==> config.mk <==
export PLATFORM = sky130hd
export DESIGN_NAME = alarm_repeat_unit
export DESIGN_NICKNAME = d
export VERILOG_FILES = /design/src/rtl/alarm_rpt_pkg.sv /design/src/rtl/alarm_field_reg.sv /design/src/rtl/alarm_rate_decode.sv /design/src/rtl/alarm_match.sv /design/src/rtl/alarm_repeat_unit.sv
export SDC_FILE = /design/constraint.sdc
export NUM_CORES = 1
export LEC_CHECK = 0
export BUFFER_PORTS_ARGS = -buffer_cell sky130_fd_sc_hd__buf_4
export CAP_MARGIN = 0
export CORE_MARGIN = 4
export CORE_UTILIZATION = 25
export DETAILED_ROUTE_END_ITERATION = 10
export GPL_ROUTABILITY_DRIVEN = 1
export MAX_ROUTING_LAYER = met4
export PLACE_DENSITY = 0.53
export SYNTH_ARGS = -nofsm -noshare
export SYNTH_HDL_FRONTEND = slang
export SYNTH_SLANG_ARGS = --single-unit
==> constraint.sdc <==
create_clock -name clk -period 1.5 [get_ports clk]
set_clock_uncertainty 0.1 [all_clocks]
set_input_delay 0.225 -clock clk [delete_from_list [all_inputs] [get_ports clk]]
set_output_delay 0.225 -clock clk [all_outputs]
set_load 0.01 [all_outputs]
==> src/rtl/alarm_rpt_pkg.sv <==
package alarm_rpt_pkg;

  localparam int unsigned BYTE_W      = 8;
  localparam int unsigned NUM_FIELDS  = 4;
  localparam int unsigned FIELD_SEL_W = $clog2(NUM_FIELDS);

  typedef enum logic [FIELD_SEL_W-1:0] {
    FLD_SEC  = 2'd0,
    FLD_MIN  = 2'd1,
    FLD_HOUR = 2'd2,
    FLD_DATE = 2'd3
  } field_e;

  typedef enum logic [2:0] {
    RATE_MONTH = 3'd0,
    RATE_DAY   = 3'd1,
    RATE_HOUR  = 3'd2,
    RATE_MIN   = 3'd3,
    RATE_SEC   = 3'd4
  } rate_e;

  // number of low bits that carry the BCD value of field f
  function automatic int unsigned fld_bits(input int unsigned f);
    return (f < 2) ? 7 : 6;
  endfunction

  function automatic int unsigned fld_lo(input int unsigned f);
    return (f == 3) ? 1 : 0;
  endfunction

  function automatic int unsigned fld_hi(input int unsigned f);
    case (f)
      0, 1:    return 59;
      2:       return 23;
      default: return 31;
    endcase
  endfunction

  // BCD to binary; 'wide' selects a 3-bit tens digit, else 2 bits
  function automatic logic [BYTE_W-1:0] bcd_decode(input logic [BYTE_W-1:0] v,
                                                   input logic wide);
    logic [2:0] tens;
    tens = wide ? v[6:4] : {1'b0, v[5:4]};
    return ({5'd0, tens} * 8'd10) + {4'd0, v[3:0]};
  endfunction

endpackage

==> src/rtl/alarm_field_reg.sv <==
module alarm_field_reg
  import alarm_rpt_pkg::*;
#(
  parameter int unsigned VAL_BITS = 7,
  parameter int unsigned LO       = 0,
  parameter int unsigned HI       = 59
) (
  input  logic              clk,
  input  logic              rst_n,
  input  logic              wr_en,
  input  logic [BYTE_W-1:0] wr_data,
  output logic [BYTE_W-1:0] q
);

  localparam logic WIDE_TENS = (VAL_BITS == 7);

  logic [BYTE_W-1:0] dec_val;
  logic              lo_ok;
  logic              hi_ok;

  assign dec_val = bcd_decode(wr_data, WIDE_TENS);
  assign hi_ok   = (dec_val <= BYTE_W'(HI));

  generate
    if (LO == 0) begin : g_no_floor
      assign lo_ok = 1'b1;
    end else begin : g_floor
      assign lo_ok = (dec_val >= BYTE_W'(LO));
    end
  endgenerate

  always_ff @(posedge clk or negedge rst_n) begin
    if (!rst_n) begin
      q <= '0;
    end else if (wr_en && lo_ok && hi_ok) begin
      q <= wr_data;
    end
  end

endmodule

==> src/rtl/alarm_rate_decode.sv <==
module alarm_rate_decode
  import alarm_rpt_pkg::*;
(
  input  logic [NUM_FIELDS-1:0] masks,
  output rate_e                 rate
);

  // masks index: 0 second, 1 minute, 2 hour, 3 date
  always_comb begin
    unique case (masks)
      4'b0000: rate = RATE_MONTH;
      4'b1000: rate = RATE_DAY;
      4'b1100: rate = RATE_HOUR;
      4'b1110: rate = RATE_MIN;
      default: rate = RATE_SEC;
    endcase
  end

endmodule

==> src/rtl/alarm_match.sv <==
module alarm_match
  import alarm_rpt_pkg::*;
(
  input  logic                                clk,
  input  logic                                rst_n,
  input  logic                                tick,
  input  rate_e                               rate,
  input  logic [NUM_FIELDS-1:0][BYTE_W-1:0]   alarm,
  input  logic [NUM_FIELDS-1:0][BYTE_W-1:0]   cal,
  output logic                                irq
);

  logic [NUM_FIELDS-1:0] fld_en;
  logic [NUM_FIELDS-1:0] fld_eq;
  logic                  hit;
  logic                  tick_q;
  logic                  tick_edge;

  always_comb begin
    unique case (rate)
      RATE_MONTH: fld_en = 4'b1111;
      RATE_DAY:   fld_en = 4'b0111;
      RATE_HOUR:  fld_en = 4'b0011;
      RATE_MIN:   fld_en = 4'b0001;
      default:    fld_en = 4'b0000;
    endcase
  end

  generate
    for (genvar f = 0; f < NUM_FIELDS; f++) begin : g_cmp
      localparam int unsigned W = fld_bits(f);
      assign fld_eq[f] = (alarm[f][W-1:0] == cal[f][W-1:0]);
    end
  endgenerate

  assign hit       = &(fld_eq | ~fld_en);
  assign tick_edge = tick & ~tick_q;

  always_ff @(posedge clk or negedge rst_n) begin
    if (!rst_n) begin
      tick_q <= 1'b0;
      irq    <= 1'b0;
    end else begin
      tick_q <= tick;
      irq    <= tick_edge & hit;
    end
  end

endmodule

==> src/rtl/alarm_repeat_unit.sv <==
module alarm_repeat_unit
  import alarm_rpt_pkg::*;
(
  input  logic                   clk,
  input  logic                   rst_n,
  input  logic                   wr_valid_i,
  output logic                   wr_ready_o,
  input  logic [FIELD_SEL_W-1:0] wr_sel_i,
  input  logic [BYTE_W-1:0]      wr_data_i,
  input  logic                   tick_i,
  input  logic [BYTE_W-1:0]      cal_sec_i,
  input  logic [BYTE_W-1:0]      cal_min_i,
  input  logic [BYTE_W-1:0]      cal_hour_i,
  input  logic [BYTE_W-1:0]      cal_date_i,
  output logic [BYTE_W-1:0]      alm_sec_o,
  output logic [BYTE_W-1:0]      alm_min_o,
  output logic [BYTE_W-1:0]      alm_hour_o,
  output logic [BYTE_W-1:0]      alm_date_o,
  output logic                   irq_o
);

  logic                              ready_q;
  logic                              wr_fire;
  logic [NUM_FIELDS-1:0][BYTE_W-1:0] alm_q;
  logic [NUM_FIELDS-1:0][BYTE_W-1:0] cal_v;
  logic [NUM_FIELDS-1:0]             masks;
  rate_e                             rate;

  always_ff @(posedge clk or negedge rst_n) begin
    if (!rst_n) ready_q <= 1'b0;
    else        ready_q <= 1'b1;
  end

  assign wr_ready_o = ready_q;
  assign wr_fire    = wr_valid_i & ready_q;

  assign cal_v[FLD_SEC]  = cal_sec_i;
  assign cal_v[FLD_MIN]  = cal_min_i;
  assign cal_v[FLD_HOUR] = cal_hour_i;
  assign cal_v[FLD_DATE] = cal_date_i;

  generate
    for (genvar f = 0; f < NUM_FIELDS; f++) begin : g_fld
      alarm_field_reg #(
        .VAL_BITS (fld_bits(f)),
        .LO       (fld_lo(f)),
        .HI       (fld_hi(f))
      ) u_reg (
        .clk     (clk),
        .rst_n   (rst_n),
        .wr_en   (wr_fire && (wr_sel_i == FIELD_SEL_W'(f))),
        .wr_data (wr_data_i),
        .q       (alm_q[f])
      );
      assign masks[f] = alm_q[f][BYTE_W-1];
    end
  endgenerate

  alarm_rate_decode u_rate (
    .masks (masks),
    .rate  (rate)
  );

  alarm_match u_match (
    .clk   (clk),
    .rst_n (rst_n),
    .tick  (tick_i),
    .rate  (rate),
    .alarm (alm_q),
    .cal   (cal_v),
    .irq   (irq_o)
  );

  assign alm_sec_o  = alm_q[FLD_SEC];
  assign alm_min_o  = alm_q[FLD_MIN];
  assign alm_hour_o = alm_q[FLD_HOUR];
  assign alm_date_o = alm_q[FLD_DATE];

endmodule

# After elaboration in Yosys (flattened, before gate mapping)
# Cells that the tools add are included.
# totals
reg_bits,35
input_bits,46
output_inout_bits,34
word_cells,49
# op_classes
addsub,2
n_mul,2
n_lt_le_gt_ge,4
n_eq_ne,13
mux,2
n_bitwise,6
reduce_logical,13
# ops
cell,count
one-hot mux 4 bit (4 select lines),1
== test 7 bit,2
== test 4 bit (second input constant),3
== test 6 bit,2
one-hot mux 3 bit (4 select lines),1
logical AND 1 bit,9
adder 7 x 4 -> 8 bit,1
less-or-equal comparator 8 x 5 -> 1 bit (second input constant),1
less-or-equal comparator 8 x 6 -> 1 bit (second input constant),1
adder 6 x 4 -> 7 bit,1
>= comparator 7 x 1 -> 1 bit (second input constant),1
less-or-equal comparator 7 x 5 -> 1 bit (second input constant),1
== test 3 x 2 -> 1 bit (second input constant),2
multiplier 3 x 3 -> 6 bit (second input constant),1
multiplier 2 x 3 -> 5 bit (second input constant),1
== test 2 bit (second input constant),2
zero test 4 bit,1
NOT 4 bit,1
OR 4 bit,1
AND reduction 4 bit,1
AND 1 bit,3
== test 3 x 1 -> 1 bit (second input constant),1
zero test 3 bit,1
== test 2 x 1 -> 1 bit (second input constant),1
2 further kinds,2

# Longest topological paths before layout
# Gate-level depths: netlist of the first run.
# depth
word_depth,8
depth_mapped,9
depth_no_buf,8

# Cells and area by module
# Synthesis of the first run repeated with hierarchy kept, for this count alone.
# hier_totals
hier_cells,264
area_unflattened_um2,2977.9
# modules_own_cells
module,instances,cells_each,area_per_inst_um2
alarm_field_reg (g_fld[0].u_reg ...),2,70,767.0
alarm_field_reg (g_fld[3].u_reg),1,40,534.3
alarm_field_reg (g_fld[2].u_reg),1,28,425.4
alarm_match,1,42,369.1
alarm_repeat_unit,1,6,73.8
alarm_rate_decode,1,8,41.3

# Worst setup path after synthesis of the first run
# Ideal clock, no wire load.
# synth_path
path_kind,input -> register
startpoint,input port wr_data_i[1]
endpoint,register g_fld[0].u_reg.q[0]
setup_time_ns,0.125
arrival_ns,2.194
t_required_ns,1.275
setup_slack_ns,-0.919
cell_stages,7
path_buffers,0
cell_sequence,ha_1 -> inv_1 -> fa_1 -> xnor2_1 -> a311o_1 -> a311oi_4 -> mux2_2
# synth_via
elab_chain_len,3
# synth_rtl
element,line_no,rtl
from (decl),alarm_repeat_unit.sv:9,"input logic [BYTE_W-1:0] wr_data_i,"
adder 7 x 4 -> 8 bit,alarm_rpt_pkg.sv:44,"return ({5'd0, tens} * 8'd10) + {4'd0, v[3:0]};"
less-or-equal comparator 8 x 6 -> 1 bit,alarm_field_reg.sv:22,assign hi_ok = (dec_val <= BYTE_W'(HI));
logical AND 1 bit,alarm_field_reg.sv:35,end else if (wr_en && lo_ok && hi_ok) begin
to (signal assigned),alarm_field_reg.sv:36,q <= wr_data;
to (decl),alarm_field_reg.sv:12,output logic [BYTE_W-1:0] q
# No other way between the ends.
# A chain may end at the register's enable or synchronous reset.

# Worst setup path in the final report of the first run
# layout_path
startpoint,input port wr_data_i[4]
endpoint,register g_fld[0].u_reg.q[5]
# layout_via
elab_chain_len,4
# layout_rtl
element,line_no
multiplier 3 x 3 -> 6 bit,alarm_rpt_pkg.sv:44
adder 7 x 4 -> 8 bit,alarm_rpt_pkg.sv:44
less-or-equal comparator 8 x 6 -> 1 bit,alarm_field_reg.sv:22
logical AND 1 bit,alarm_field_reg.sv:35
# No other way between the ends.

==> summary.log, run 1 <==
INFO  place          portBuffers=73
INFO  worst_setup_path rr_startpoint=wr_ready_o
INFO  finish         antenna_cells=0
INFO  finish         area.growth.synth_to_final=72.4%
INFO  worst_setup_path worst-endpoint-required=1580ps
INFO  sta            fin_tns_setup=-17480ps
INFO  min_path       min_path_type=in2reg
INFO  power_and_ir_drop vdd_drop_max=0.000524V
INFO  worst_setup_path worst_path_most_repeated_cell=buf_12
INFO  cts            clk-insertion-delay-late=290ps
INFO  finish         finalCoreUtilization=43.9%
INFO  worst_setup_path worst-path-stages=9
INFO  floorplan      initial_utilization=25.5%
INFO  synth          post_synth_instance_area=1960squm
INFO  worst_setup_path critical_path_peak_fanout=8
INFO  cts            cts-buffers-inserted=5
INFO  finish         multiInputGateArea=1330squm
INFO  status         run_status=finished, violations left
INFO  power_and_ir_drop powerDensity=1240nW/um^2
INFO  floorplan      coreArea=7690squm
INFO  finish         final-instance-count-excl-fill=368
INFO  global_routing globalRouteTotalUtil=12.9%
INFO  route          detail_route.first_pass.iterations=4
INFO  synth          synthesis.instances=147
INFO  place          place_inst=357
INFO  cts            cts_tree=built
INFO  worst_setup_path timing.critical_path.from=wr_data_i[4]
INFO  floorplan      die-width=96.5microns
INFO  cts            clockBufferDepth=2
INFO  sta            rsz0062_at_grt=true
INFO  place          placement.setup.worst_slack=-1050ps
INFO  finish         final.fill_count=757
INFO  worst_setup_path crit_chain=buf_12, ha_4, inv_2, fa_2, nor2b_4, a211o_4, a311oi_4, buf_12, mux2_2
INFO  worst_setup_path critical-path-top-delay-family=adder cells
INFO  sta            finalHoldWorstSlack=102ps
INFO  sta            post_layout_min_period=2180ps
INFO  finish         most_frequent_cells_in_the_layout=101 x buf_4, 35 x dfrtp_1, 30 x mux2_4, 18 x xnor2_1, 9 x xor2_1
INFO  sta            fin_ws=-682ps
INFO  power_and_ir_drop power=4.18mW
INFO  synth          post_synthesis_average_cell_area=13.3squm
INFO  global_routing grt_first_pass_wirelength=8670microns
INFO  power_and_ir_drop power.leakage=1.55nW
INFO  floorplan      design.die.area=9310squm
INFO  finish         layout-drive-gt1-share=67.3%
INFO  route          dr.first_iter.drc_count=31
INFO  worst_setup_path worst_setup_path_end_kind=register
INFO  worst_setup_path r2r.worst_path.cells=5
INFO  finish         layout_commonest_cell=buf_4
INFO  worst_setup_path path_buf_inv=3
INFO  synth          synth_warnings=0
INFO  cts            clock-sinks=35
INFO  cts            cts.htree.levels=2
INFO  route          dr_total_vias=1566
INFO  synth          synth.net_count=201
INFO  floorplan      std_cell_rows=32
INFO  sta            setup_violations=33
INFO  global_routing grt_max_degree=36
INFO  worst_setup_path critical_path.startpoint_type=primary input
INFO  sta            hold_viol=0
INFO  worst_setup_path critPathMaxStageDelay=560ps
INFO  synth          synthDistinctLibCells=33
INFO  synth          synth_seq_area_share=44.7%
INFO  global_routing overflow=0
INFO  worst_setup_path crit-reg2reg-capture=g_fld[0].u_reg.q[5]
INFO  synth          synth.ff_latch_count=35
INFO  run            timing.max_cap.violations=0
INFO  status         violated_checks=setup timing
INFO  worst_setup_path worstSetupEndpoint=g_fld[0].u_reg.q[5]
INFO  sta            fmaxAchievable=0.458GHz
INFO  place          hpwl=4470microns
INFO  floorplan      io_pins=80
INFO  worst_setup_path critPathArrivalTime=2260ps
INFO  place          gp_congestion=0.789
INFO  finish         nets=319
INFO  floorplan      die_extent_in_y=96.5microns
INFO  route          postRouteWirelength=5660microns
INFO  worst_setup_path cpMaxStageDelayCell=fa_2
INFO  route          ant_nets=0
INFO  finish         regArea=876squm
INFO  finish         stdcell_area=3380squm
INFO  route          wl_per_cell=15.4microns
INFO  global_routing antenna_violations_before_repair=0
INFO  worst_setup_path timing.reg2reg.setup_slack=-250ps
INFO  cts            root_buffer=clkbuf_8
INFO  route          vias_per_cell=4.26
INFO  route          drc_errors=0
INFO  place          dpl-instance-area=3110squm
INFO  global_routing first_global_vias=1607
INFO  sta            maxSlewViolCount=0
INFO  worst_setup_path critPathKind=in2reg
INFO  cts            clk_pin_slew_worst_paths=80ps
INFO  sta            period_share=145%
-- timing repair --
action | 4_1_cts | 5_1_grt
setup endpoints to repair | 33 | 33
pin swaps | 5 | 9
setup buffers | 1 | 1
hold buffers | 2 | 0
resized for setup | 13 | 15
endpoints found under the hold margin | 36 | 0
-- registers in the layout, summed over array words and instances (netlist names) --
name	flops
u_match.irq	1
u_match.tick_q	1
wr_ready_o	1
g_fld.u_reg.q	32
-- per-layer routing --
metal  vias to the layer above  GRT usage, %  routed length, microns
met2                        41          20.2                    2780
li1                        767             -                       -
met5                         -             -                       0
met1                       751          17.0                    2500
met4                         0          3.15                      38
met3                         7          2.87                     335
-- synth_stat cells --
library cell | number | area, sq um
conb_1 | 1 | 3.75
dfrtp_1 | 35 | 876
nand4_1 | 1 | 6.26
a21oi_1 | 1 | 5.00
a21oi_2 | 1 | 8.76
nor2_1 | 1 | 3.75
o32a_1 | 1 | 10.0
nand2b_1 | 1 | 6.26
xor2_1 | 9 | 78.8
o22ai_1 | 1 | 6.26
a211oi_4 | 1 | 20.0
and2b_2 | 1 | 8.76
a41oi_1 | 1 | 8.76
mux2_4 | 8 | 120
nor3_1 | 4 | 20.0
inv_1 | 4 | 15.0
nor2b_1 | 2 | 12.5
nor3b_1 | 2 | 15.0
nand3b_1 | 1 | 7.51
a31oi_1 | 1 | 6.26
a311o_1 | 2 | 20.0
mux2_2 | 24 | 270
nor4_1 | 2 | 12.5
nand3_1 | 5 | 25.0
ha_1 | 7 | 87.6
o21ai_0 | 1 | 5.00
a21o_1 | 2 | 15.0
xnor2_1 | 21 | 184
a211o_2 | 1 | 10.0
buf_6 | 1 | 11.3
fa_1 | 1 | 20.0
and2_0 | 1 | 6.26
a311oi_4 | 2 | 52.6
-- area by class of cell --
class	count	share of cell area (%)
Inverter	4	0.445
Clock buffer	5	2.04
Tap cell	102	3.78
Timing Repair Buffer	112	27.2
Clock inverter	3	1.30
Sequential cell	35	25.9
Multi-Input combinational cell	107	39.3
-- report_power, final --
part,internal (mW),switching (mW)
logic,1.17,0.689
registers,1.21,0.253
clock network,0.495,0.368
-- how the worst min path moves through the flow --
stage | end | depth (start not counted) | startpoint
after floorplan | g_fld[0].u_reg.q[0] | 0 | rst_n
after global placement | g_fld[1].u_reg.q[5] | 1 | rst_n
after detailed placement | g_fld[1].u_reg.q[5] | 1 | rst_n
after CTS | g_fld[3].u_reg.q[7] | 2 | wr_data_i[7]
after global routing | g_fld[1].u_reg.q[7] | 2 | wr_data_i[7]
final | g_fld[3].u_reg.q[7] | 2 | wr_data_i[7]
-- kinds of logic (layout without fill, tap and decap cells) --
| group | Yosys count | in the layout | share of synthesized area, % |
|---|---|---|---|
| muxes | 32 | 32 | 19.9 |
| and+or+nand+nor | 21 | 21 | 6.33 |
| xor gates and xnor gates | 30 | 30 | 13.4 |
| DFF | 35 | 35 | 44.7 |
| adders and majority gates | 8 | 8 | 5.50 |
| buffers and inverters | 5 | 124 | 1.34 |
| AOI/OAI and AO/OA | 15 | 15 | 8.56 |
| other | 1 | 1 | 0.192 |
Power figures use the tool's default switching activity.
==> run 2: changes to the inputs <==
==> constraint.sdc (replaced) <==
create_clock -name clk -period 2 [get_ports clk]
set_clock_uncertainty 0.1 [all_clocks]
set_input_delay 0.3 -clock clk [delete_from_list [all_inputs] [get_ports clk]]
set_output_delay 0.3 -clock clk [all_outputs]
set_load 0.01 [all_outputs]
==> summary.log, run 2 (synthesis gave the netlist of run 1 again) <==
INFO  cts            root_buffer=clkbuf_8 [unchanged]
INFO  route          wl_per_cell=15.6microns [was 15.4 microns]
INFO  global_routing first_global_vias=1556 [was 1607]
INFO  power_and_ir_drop swShare=31.3% [about the same]
INFO  floorplan      initial_utilization=25.5% [unchanged]
INFO  finish         final-instance-count-excl-fill=351 [was 368]
INFO  worst_setup_path worst-endpoint-required=2070ps [was 1580 ps]
INFO  power_and_ir_drop p_sw=0.927mW [was 1.31 mW]
INFO  power_and_ir_drop clkPwrFrac=21.5% [was 20.6%]
INFO  sta            rsz0062_at_grt=true [unchanged]
INFO  route          ant_nets=0 [unchanged]
INFO  floorplan      design.die.area=9310squm [unchanged]
INFO  place          gp_congestion=0.820 [was 0.789]
INFO  route          postRouteWirelength=5460microns [was 5660 microns]
INFO  worst_setup_path crit_chain=buf_8, ha_4, inv_2, fa_2, xnor2_2, a311o_1, a311o_1, buf_6, mux2_4 [was buf_12, ha_4, inv_2, fa_2, nor2b_4, a211o_4, a311oi_4, buf_12, mux2_2]
INFO  power_and_ir_drop vdd_drop_max=0.000298V [was 0.000524 V]
INFO  floorplan      die_extent_in_y=96.5microns [unchanged]
INFO  cts            cts.htree.levels=2 [unchanged]
INFO  worst_setup_path critical-path-top-delay-family=compound AO/OA/AOI/OAI gates [was adder cells]
INFO  cts            clk_pin_slew_worst_paths=70ps [was 80 ps]
INFO  route          vias_per_cell=4.34 [was 4.26]
INFO  worst_setup_path worst_path_most_repeated_cell=a311o_1 [was buf_12]
INFO  worst_setup_path critical_path.startpoint_type=primary input [unchanged]
INFO  finish         finalCoreUtilization=41.4% [was 43.9%]
INFO  floorplan      coreArea=7690squm [unchanged]
INFO  worst_setup_path critPathArrivalTime=2310ps [was 2260 ps]
INFO  sta            finalHoldWorstSlack=33.4ps [was 102 ps]
INFO  finish         multiInputGateArea=1270squm [was 1330 sq um]
INFO  global_routing grt_max_degree=36 [unchanged]
INFO  route          dr_total_vias=1525 [was 1566]
INFO  floorplan      io_pins=80 [unchanged]
INFO  finish         final.fill_count=765 [was 757]
INFO  place          hpwl=4370microns [was 4470 microns]
INFO  global_routing antenna_violations_before_repair=0 [unchanged]
INFO  cts            cts_tree=built [unchanged]
INFO  power_and_ir_drop p_int=2.04mW [was 2.87 mW]
INFO  route          dr.first_iter.drc_count=27 [was 31]
INFO  status         violated_checks=setup timing [unchanged]
INFO  finish         largest_register=g_fld.u_reg.q [unchanged]
INFO  sta            setup_violations=32 [was 33]
INFO  floorplan      die-width=96.5microns [unchanged]
INFO  place          dpl-instance-area=2990squm [was 3110 sq um]
INFO  route          detail_route.first_pass.iterations=4 [unchanged]
INFO  cts            clock-sinks=35 [unchanged]
INFO  worst_setup_path critical_path_peak_fanout=8 [unchanged]
INFO  power_and_ir_drop powerDensity=931nW/um^2 [was 1240 nW/um^2]
INFO  sta            post_layout_min_period=2240ps
INFO  global_routing globalRouteTotalUtil=12.8% [was 12.9%]
INFO  finish         area.growth.synth_to_final=62.5% [was 72.4%]
INFO  place          place_inst=341 [was 357]
INFO  route          drc_errors=0 [unchanged]
INFO  worst_setup_path path_buf_inv=3 [unchanged]
INFO  worst_setup_path cpMaxStageDelayCell=a311o_1 [was fa_2]
INFO  worst_setup_path critPathMaxStageDelay=410ps [was 560 ps]
INFO  status         run_status=finished, violations left [unchanged]
INFO  worst_setup_path critPathKind=in2reg [unchanged]
INFO  finish         layout_commonest_cell=buf_4 [unchanged]
INFO  finish         regArea=876squm [unchanged]
INFO  finish         largest_register_ff_count=32 [unchanged]
INFO  sta            hold_viol=0 [unchanged]
INFO  power_and_ir_drop comb_power_share=40.4% [was 44.4%]
INFO  cts            clk-insertion-delay-late=280ps [was 290 ps]
INFO  power_and_ir_drop power=2.96mW [was 4.18 mW]
INFO  finish         most_frequent_cells_in_the_layout=86 x buf_4, 35 x dfrtp_1, 26 x mux2_4, 17 x xnor2_1, 9 x xor2_1 [was 101 x buf_4, 35 x dfrtp_1, 30 x mux2_4, 18 x xnor2_1, 9 x xor2_1]
INFO  place          portBuffers=73 [unchanged]
INFO  cts            clockBufferDepth=2 [unchanged]
INFO  finish         antenna_cells=0 [unchanged]
INFO  floorplan      std_cell_rows=32 [unchanged]
INFO  sta            maxSlewViolCount=0 [unchanged]
INFO  sta            fin_ws=-237ps [was -682 ps]
INFO  sta            period_share=112%
INFO  finish         stdcell_area=3180squm [was 3380 sq um]
INFO  place          placement.setup.worst_slack=-590ps [was -1050 ps]
INFO  finish         nets=302 [was 319]
INFO  sta            fin_tns_setup=-4270ps [was -17480 ps]
INFO  global_routing grt_first_pass_wirelength=8490microns [was 8670 microns]
INFO  power_and_ir_drop pwr-share-seq=38.1% [was 35.0%]
INFO  finish         layout-drive-gt1-share=63.5% [was 67.3%]
INFO  run            timing.max_cap.violations=0 [unchanged]
INFO  min_path       min_path_type=in2reg [unchanged]
INFO  power_and_ir_drop power.leakage=1.45nW [was 1.55 nW]
INFO  worst_setup_path worst_setup_path_end_kind=register [unchanged]
INFO  global_routing overflow=0 [unchanged]
INFO  cts            cts-buffers-inserted=5 [unchanged]
INFO  sta            fmaxAchievable=0.447GHz
run 2: changes by cell type in the layout (fill, tap and decap cells not counted), sizes merged:
cell	previous run	this run
dlygate4sd3	2	1
buf	110	94
run 2: layout make-up:
| cell class | count | share of cell area [%] |
|---|---|---|
| multi-input cells | 107 | 40.0 |
| flip-flops and latches | 35 | 27.5 |
| repair buffers | 95 | 24.5 |
| well taps | 102 | 4.01 |
| clock buffers | 5 | 2.16 |
| clock inverters | 3 | 1.38 |
| inverters | 4 | 0.472 |
run 2: power groups by stage:
stage / clock network, mW / logic [mW] / registers [mW]
4_1_cts: 0.658 / 1.22 / 1.14
3_3_place_gp: 0 / 1.18 / 1.15
5_1_grt: 0.692 / 1.30 / 1.17
6_report: 0.636 / 1.20 / 1.13
3_5_place_dp: 0 / 1.19 / 1.15
2_1_floorplan: 0 / 0.554 / 1.19
run 2: per-layer routing:
layer	GRT usage [%]	part of all wire (%)	vias to the layer above
met4	3.50	0.79	0
met2	19.4	49	43
met5	-	0	-
li1	-	-	732
met1	16.9	44	745
met3	3.33	6.4	5
run 2: path summary, 6_finish.rpt:
check	from	depth (start not counted)	end	slack, ps
min in group asynchronous	rst_n	2	g_fld[1].u_reg.q[5]	410
max	wr_data_i[4]	9	g_fld[1].u_reg.q[0]	-240
min reg2reg	g_fld[2].u_reg.q[6]	1	g_fld[2].u_reg.q[6]	420
max reg2reg	wr_ready_o	5	g_fld[0].u_reg.q[0]	280
max in group asynchronous	rst_n	2	g_fld[0].u_reg.q[2]	1060
min	tick_i	1	u_match.tick_q	30
run 2: timing repair:
action	CTS	global route
resized for setup	12	2
pin swaps	5	5
endpoints found under the hold margin	35	0
hold buffers	1	0
buffers inserted	1	0
setup endpoints to repair	32	32
